## config.mk

```make
export PLATFORM = sky130hd
export DESIGN_NAME = dpot_ctrl
export DESIGN_NICKNAME = d
export VERILOG_FILES = /design/src/rtl/dpot_pkg.sv /design/src/rtl/dpot_sync.sv /design/src/rtl/dpot_nvtimer.sv /design/src/rtl/dpot_ctrl.sv
export SDC_FILE = /design/constraint.sdc
export NUM_CORES = 1
export LEC_CHECK = 0
export BUFFER_PORTS_ARGS = -buffer_cell sky130_fd_sc_hd__buf_2
export CORE_ASPECT_RATIO = 1.1
export CORE_MARGIN = 2
export CORE_UTILIZATION = 50
export DETAILED_ROUTE_END_ITERATION = 10
export PLACE_DENSITY = 0.69
export SLEW_MARGIN = 40
export SYNTH_ARGS = -nofsm -noshare
export SYNTH_HDL_FRONTEND = slang
export SYNTH_SLANG_ARGS = --single-unit
```

## constraint.sdc

```tcl
create_clock -name clk -period 1.8 [get_ports clk]
set_input_delay 0.18 -clock clk [delete_from_list [all_inputs] [get_ports clk]]
set_output_delay 0.18 -clock clk [all_outputs]
set_load 0.02 [all_outputs]
```

## src/rtl/dpot_pkg.sv

```systemverilog
package dpot_pkg;
    localparam logic [7:0] ID_BYTE   = 8'h50;
    localparam logic [3:0] OP_WRITE  = 4'h2;
    localparam logic [3:0] OP_READ   = 4'h3;
    localparam logic [3:0] SEL_WIPER = 4'h0;
    localparam logic [3:0] SEL_START = 4'h1;

    typedef enum logic [2:0] {
        ST_RECALL,
        ST_IDLE,
        ST_ID,
        ST_CMD,
        ST_DATA,
        ST_DONE
    } st_e;
endpackage

```

## src/rtl/dpot_sync.sv

```systemverilog
module dpot_sync #(
    parameter int           STAGES  = 2,
    parameter int           W       = 3,
    parameter logic [W-1:0] RST_VAL = '0
) (
    input  logic         clk,
    input  logic         rst_n,
    input  logic [W-1:0] din,
    output logic [W-1:0] dout
);
    logic [STAGES-1:0][W-1:0] chain_d, chain_q;

    always_comb begin
        chain_d[0] = din;
        for (int i = 1; i < STAGES; i++) begin
            chain_d[i] = chain_q[i-1];
        end
    end

    always_ff @(posedge clk or negedge rst_n) begin
        if (!rst_n) begin
            chain_q <= {STAGES{RST_VAL}};
        end else begin
            chain_q <= chain_d;
        end
    end

    assign dout = chain_q[STAGES-1];
endmodule

```

## src/rtl/dpot_nvtimer.sv

```systemverilog
module dpot_nvtimer #(
    parameter int CYCLES = 4000
) (
    input  logic clk,
    input  logic rst_n,
    input  logic start,
    output logic busy
);
    localparam int CW = $clog2(CYCLES + 1);

    typedef struct packed {
        logic          busy;
        logic [CW-1:0] cnt;
    } tmr_t;

    tmr_t t_d, t_q;

    always_comb begin
        t_d = t_q;
        if (t_q.busy) begin
            if (t_q.cnt == '0) begin
                t_d.busy = 1'b0;
            end else begin
                t_d.cnt = t_q.cnt - 1'b1;
            end
        end else if (start) begin
            t_d.busy = 1'b1;
            t_d.cnt  = CW'(CYCLES - 1);
        end
    end

    always_ff @(posedge clk or negedge rst_n) begin
        if (!rst_n) begin
            t_q <= '0;
        end else begin
            t_q <= t_d;
        end
    end

    assign busy = t_q.busy;
endmodule

```

## src/rtl/dpot_ctrl.sv

```systemverilog
module dpot_ctrl
    import dpot_pkg::*;
#(
    parameter int                 TAP_BITS        = 7,
    parameter logic [TAP_BITS-1:0] NV_DEFAULT     = TAP_BITS'(64),
    parameter int                 NV_WRITE_CYCLES = 4000,
    parameter int                 SYNC_STAGES     = 2
) (
    input  logic                clk,
    input  logic                rst_n,
    input  logic                cs_n,
    input  logic                sclk,
    input  logic                mosi,
    output logic                miso,
    output logic                miso_oe,
    output logic [TAP_BITS-1:0] tap,
    output logic                busy
);
    localparam int BYTE_W = 8;
    localparam int CNT_W  = $clog2(BYTE_W);

    typedef struct packed {
        st_e                 state;
        logic                cs_prev;
        logic                sck_prev;
        logic [CNT_W-1:0]    bitcnt;
        logic [BYTE_W-1:0]   rx;
        logic [BYTE_W-1:0]   tx;
        logic                oe;
        logic                is_wr;
        logic                to_start;
        logic [TAP_BITS-1:0] wiper;
        logic [TAP_BITS-1:0] nv;
        logic                nv_pend;
        logic [TAP_BITS-1:0] nv_data;
    } regs_t;

    regs_t r_d, r_q;

    logic [2:0]        sync_out;
    logic              s_cs, s_sck, s_mosi;
    logic              cs_fall, cs_rise, sck_rise;
    logic              recall;
    logic              nv_start;
    logic [BYTE_W-1:0] byte_v;
    logic [3:0]        op, sel;
    logic              sel_ok;

    dpot_sync #(
        .STAGES (SYNC_STAGES),
        .W      (3),
        .RST_VAL(3'b000)
    ) i_sync (
        .clk  (clk),
        .rst_n(rst_n),
        .din  ({cs_n, sclk, mosi}),
        .dout (sync_out)
    );

    assign {s_cs, s_sck, s_mosi} = sync_out;

    dpot_nvtimer #(
        .CYCLES(NV_WRITE_CYCLES)
    ) i_nvtimer (
        .clk  (clk),
        .rst_n(rst_n),
        .start(nv_start),
        .busy (busy)
    );

    assign cs_fall  = r_q.cs_prev & ~s_cs;
    assign cs_rise  = ~r_q.cs_prev & s_cs;
    assign sck_rise = ~r_q.sck_prev & s_sck;
    assign recall   = (r_q.state == ST_RECALL);

    always_comb begin
        r_d      = r_q;
        nv_start = 1'b0;
        byte_v   = {r_q.rx[BYTE_W-2:0], s_mosi};
        op       = byte_v[7:4];
        sel      = byte_v[3:0];
        sel_ok   = (sel == SEL_WIPER) || (sel == SEL_START);

        r_d.cs_prev  = s_cs;
        r_d.sck_prev = s_sck;

        if (recall) begin
            r_d.wiper = r_q.nv;
            r_d.state = ST_IDLE;
        end else if (cs_rise) begin
            r_d.state = ST_IDLE;
            r_d.oe    = 1'b0;
            if (r_q.nv_pend) begin
                r_d.nv      = r_q.nv_data;
                r_d.nv_pend = 1'b0;
                nv_start    = 1'b1;
            end
        end else if (cs_fall) begin
            r_d.bitcnt  = '0;
            r_d.oe      = 1'b0;
            r_d.nv_pend = 1'b0;
            r_d.state   = busy ? ST_DONE : ST_ID;
        end else if (sck_rise && (r_q.state inside {ST_ID, ST_CMD, ST_DATA})) begin
            r_d.rx     = byte_v;
            r_d.bitcnt = CNT_W'(r_q.bitcnt + 1'b1);
            if (r_q.oe) begin
                r_d.tx = {r_q.tx[BYTE_W-2:0], 1'b0};
            end
            if (r_q.bitcnt == CNT_W'(BYTE_W - 1)) begin
                unique case (r_q.state)
                    ST_ID: begin
                        r_d.state = (byte_v == ID_BYTE) ? ST_CMD : ST_DONE;
                    end
                    ST_CMD: begin
                        r_d.to_start = (sel == SEL_START);
                        if (op == OP_READ && sel_ok) begin
                            r_d.is_wr = 1'b0;
                            r_d.oe    = 1'b1;
                            r_d.tx    = (sel == SEL_START) ? BYTE_W'(r_q.nv)
                                                           : BYTE_W'(r_q.wiper);
                            r_d.state = ST_DATA;
                        end else if (op == OP_WRITE && sel_ok) begin
                            r_d.is_wr = 1'b1;
                            r_d.state = ST_DATA;
                        end else begin
                            r_d.state = ST_DONE;
                        end
                    end
                    ST_DATA: begin
                        r_d.oe    = 1'b0;
                        r_d.state = ST_DONE;
                        if (r_q.is_wr) begin
                            if (r_q.to_start) begin
                                r_d.nv_pend = 1'b1;
                                r_d.nv_data = byte_v[TAP_BITS-1:0];
                            end else begin
                                r_d.wiper = byte_v[TAP_BITS-1:0];
                            end
                        end
                    end
                    default: r_d.state = ST_DONE;
                endcase
            end
        end
    end

    always_ff @(posedge clk or negedge rst_n) begin
        if (!rst_n) begin
            r_q       <= '0;
            r_q.state <= ST_RECALL;
            r_q.nv    <= NV_DEFAULT;
        end else begin
            r_q <= r_d;
        end
    end

    assign tap     = r_q.wiper;
    assign miso_oe = r_q.oe;
    assign miso    = r_q.oe & r_q.tx[BYTE_W-1];
endmodule

```

==> reports/results.tsv <==
stage	metric	value	unit
status	status	finished with violations	
status	failing checks	negative setup slack	
synthesis	dominant synthesized flop cell	dfrtp_1	
drt	drt initial violations	110	
cts	CTS clk-pin slew, worst paths	0.07	ns
timing	Fmax	0.5330	GHz
timing	Max Slew Vio Count	0	
power	internal power	0.003108	W
cells_and_area	final net count	378	
global_routing	Total GRT Usage	23.72	%
power	Flop pwr share	40.3	%
critical_path	CP Max Fanout	5	
timing	Finish-stage setup viols	15	
synthesis	Syn Nets	297	
timing	Worst slew margin	58.05	%
placement	Post-DP HPWL	5400	um
cells_and_area	storage element area	1682	um2
power	maximum vdd drop	0.001002	V
cts	CTS tree	yes	
min_path	Hold WC Path Type	register to register	
drt	DRT Wirelength	8168	um
power	Combinational Power Share	29.0	%
critical_path	Worst Setup Path Type	register to register	
power	clock group share of total power	30.6	%
synthesis	distinct cell type count after synthesis	60	
synthesis	Ys Warns	0	
job	Max-Cap Viols	0	
cts	CTS sink count	67	
placement	final weighted congestion in routability-driven placement	0.9238	
cells_and_area	most frequent cells in the layout	63 x dfrtp_1, 56 x buf_4, 17 x mux2_2, 16 x buf_2, 15 x nor2_1	
critical_path	CP Data Arrival Time	2.11	ns
drt	Residual DRC	0	
cells_and_area	layout cells sized above 1	50.54	%
global_routing	initial antenna violation count	0	
critical_path	Crit. End Element	register	
critical_path	kind of start point of the critical path	register	
critical_path	Worst EP required	2.03	ns
global_routing	total gr overflow	0	
drt	vias per cell	5.800	
power	Switch Pwr	0.001361	W
drt	router iterations before antenna repair	4	
power	leakage power	2.080	nW
synthesis	Yosys reg bits	67	
floorplan	num rows	31	
global_routing	first-pass GRT wire length	13230	um
cts	H-tree level count	3	
drt	Avg WL per Cell	17.99	um
drt	antenna viol nets, final	0	
timing	crit path time final	1.876	ns
cells_and_area	commonest non-fill, non-tap cell in the layout	dfrtp_1	
synthesis	Seq/Total Area, Yosys	49.59	%
cells_and_area	Antenna diodes	0	
cells_and_area	synthesis-to-layout area growth	35.84	%
cells_and_area	area of the multi-input gates	1847	um2
floorplan	Initial Util	51.61	%
timing	post-route clock period utilization	104.2	%
timing	endpoints failing hold	0	
synthesis	async set or reset register ratio after synthesis	100.0	%
global_routing	vias in the first global route	2686	
synthesis	Mapped Avg Cell Area	11.83	um2
floorplan	Die Y	90.28	um
cells_and_area	final core occ	70.11	%
power	pwr dens	972.5	nW/um2
floorplan	core area	6555	um2
timing	setup TNS	-0.4056	ns
cts	insertion delay to the later sink of the worst-skew pair	0.35	ns
cts	buffer depth of the longest clock path	2	
power	Sw Share	30.45	%
timing	slew at the pin closest to its max-slew limit	0.6292	ns
cts	CTS buffer count	9	
cells_and_area	post-route cell area	4596	um2
timing	min setup slack post-route	-0.07631	ns
placement	port buffer count	14	
synthesis	EDFF count, synth	0	
timing	RSZ-0062 raised after global routing	true	
cells_and_area	fillers	449	
global_routing	largest net degree at the start of global routing	34	
floorplan	IO Count	15	
power	total power draw	0.004469	W
floorplan	width of the die	82.43	um
placement	Post-DP Area	3944	um2
drt	DR vias	2633	
synthesis	number of cells produced by synthesis	286	
synthesis	post-synthesis instance area	3383	um2
timing	Fin Clk Skew	0.01269	ns
floorplan	Die ar.	7441	um2
timing	worst hold slack	0.3526	ns
cts	Root Driver	clkbuf_8	
final timing paths:
path	depth (start not counted)	slack [ns]	startpoint	to
max	6	-0.08	i_sync.dout[2]	r_q[48]
max in group asynchronous	3	0.82	rst_n	r_q[48]
max reg2reg	6	-0.08	i_sync.dout[2]	r_q[48]
min reg2reg	0	0.35	i_sync.chain_d[4]	i_sync.dout[1]
min in group asynchronous	2	0.38	rst_n	byte_v[7]
min	0	0.35	i_sync.chain_d[4]	i_sync.dout[1]
worst max-delay path, stage by stage (launching register included):
cell	delay, ns
dfrtp_1	0.39
inv_2	0.06
ha_4	0.19
or4b_4	0.51
nor3b_4	0.24
a311oi_1	0.11
mux2_2	0.27
sequential cells by signal, summed over array words and instances, names as in the netlist:
| name | cells |
|---|---|
| i_sync.dout | 3 |
| r_q | 33 |
| tap | 7 |
| i_nvtimer.busy | 1 |
| i_nvtimer.t_q | 12 |
| byte_v | 7 |
| miso_oe | 1 |
| i_sync.chain_d | 3 |
logic make-up after synthesis:
family | synth area share, %
XOR/XNOR | 0.5178
multiplexers | 11.95
flip-flops | 49.59
buffers and inverters | 4.253
AND/OR/NAND/NOR | 14.50
adder cells (fa/ha/maj) | 2.219
AO/OA/AOI/OAI | 16.97
through the flow:
step / std cells / setup WS [ns]
2_1_floorplan: 286 / -0.06584
3_3_place_gp: 419 / -0.06741
3_5_place_dp: 419 / -0.1348
4_1_cts: 445 / -0.08692
5_1_grt: 454 / -0.1357
6_report: 454 / -0.07631
power groups by stage:
stage | Combinational (W) | Sequential, W | Clock, W
after floorplan | 0.000694 | 0.00179 | 0
after global placement | 0.00102 | 0.00181 | 0
after detailed placement | 0.00103 | 0.00182 | 0
after CTS | 0.00113 | 0.00179 | 0.00139
after global routing | 0.00140 | 0.00182 | 0.00146
final | 0.00130 | 0.00180 | 0.00137
routing by layer:
layer,wire length [um],global-route usage (%),vias up
li1,-,-,1231
met1,3482,30.41,1341
met2,4282,39.11,44
met3,210,4.200,17
met4,192,9.444,0
met5,0,0,-
synthesized netlist by cell type (all sizes together) (2+ instances only):
cell / count / area share (%)
mux2: 27 / 9.0
and4: 3 / 0.78
o22ai: 7 / 1.3
mux2i: 10 / 3.0
o21ai: 7 / 1.0
a21oi: 10 / 1.5
nand3: 2 / 0.30
nor3: 8 / 2.1
nand2: 10 / 1.1
o31ai: 2 / 0.85
o22a: 5 / 1.3
nor4: 3 / 0.55
inv: 9 / 1.0
xnor2: 2 / 0.52
a2bb2oi: 8 / 2.3
a211oi: 3 / 0.67
or4b: 2 / 0.59
ha: 6 / 2.2
o2111ai: 2 / 0.70
o221ai: 2 / 0.52
a21o: 3 / 0.67
nor4b: 3 / 0.78
or2: 2 / 0.37
nand4b: 2 / 0.52
or3: 3 / 0.55
nor2b: 3 / 0.55
nand3b: 2 / 0.44
dfrtp: 66 / 49
buf: 14 / 2.6
nand2b: 4 / 0.74
clkbuf: 6 / 0.67
a22oi: 3 / 0.67
nor2: 18 / 2.0
nor3b: 5 / 1.4
a2111oi: 3 / 2.1
or4: 2 / 0.67
o211ai: 5 / 1.1
repair_timing:
action | 4_1_cts | 5_1_grt
gates cloned | 0 | 2
pin swaps | 9 | 26
hold buffers | 4 | 0
setup buffers | 7 | 7
resized for setup | 23 | 43
endpoints found under the setup margin | 29 | 42
endpoints found under the hold margin | 26 | 0
area by class of cell:
cell class	instances	area share (%)
Sequential cell	67	36.59
Multi-Input combinational cell	190	40.19
Inverter	9	0.7351
Tap cell	82	2.232
Timing Repair Buffer	90	15.57
Clock buffer	9	2.695
Clock inverter	7	1.987
Note: power is estimated with default switching activity, not from simulation.
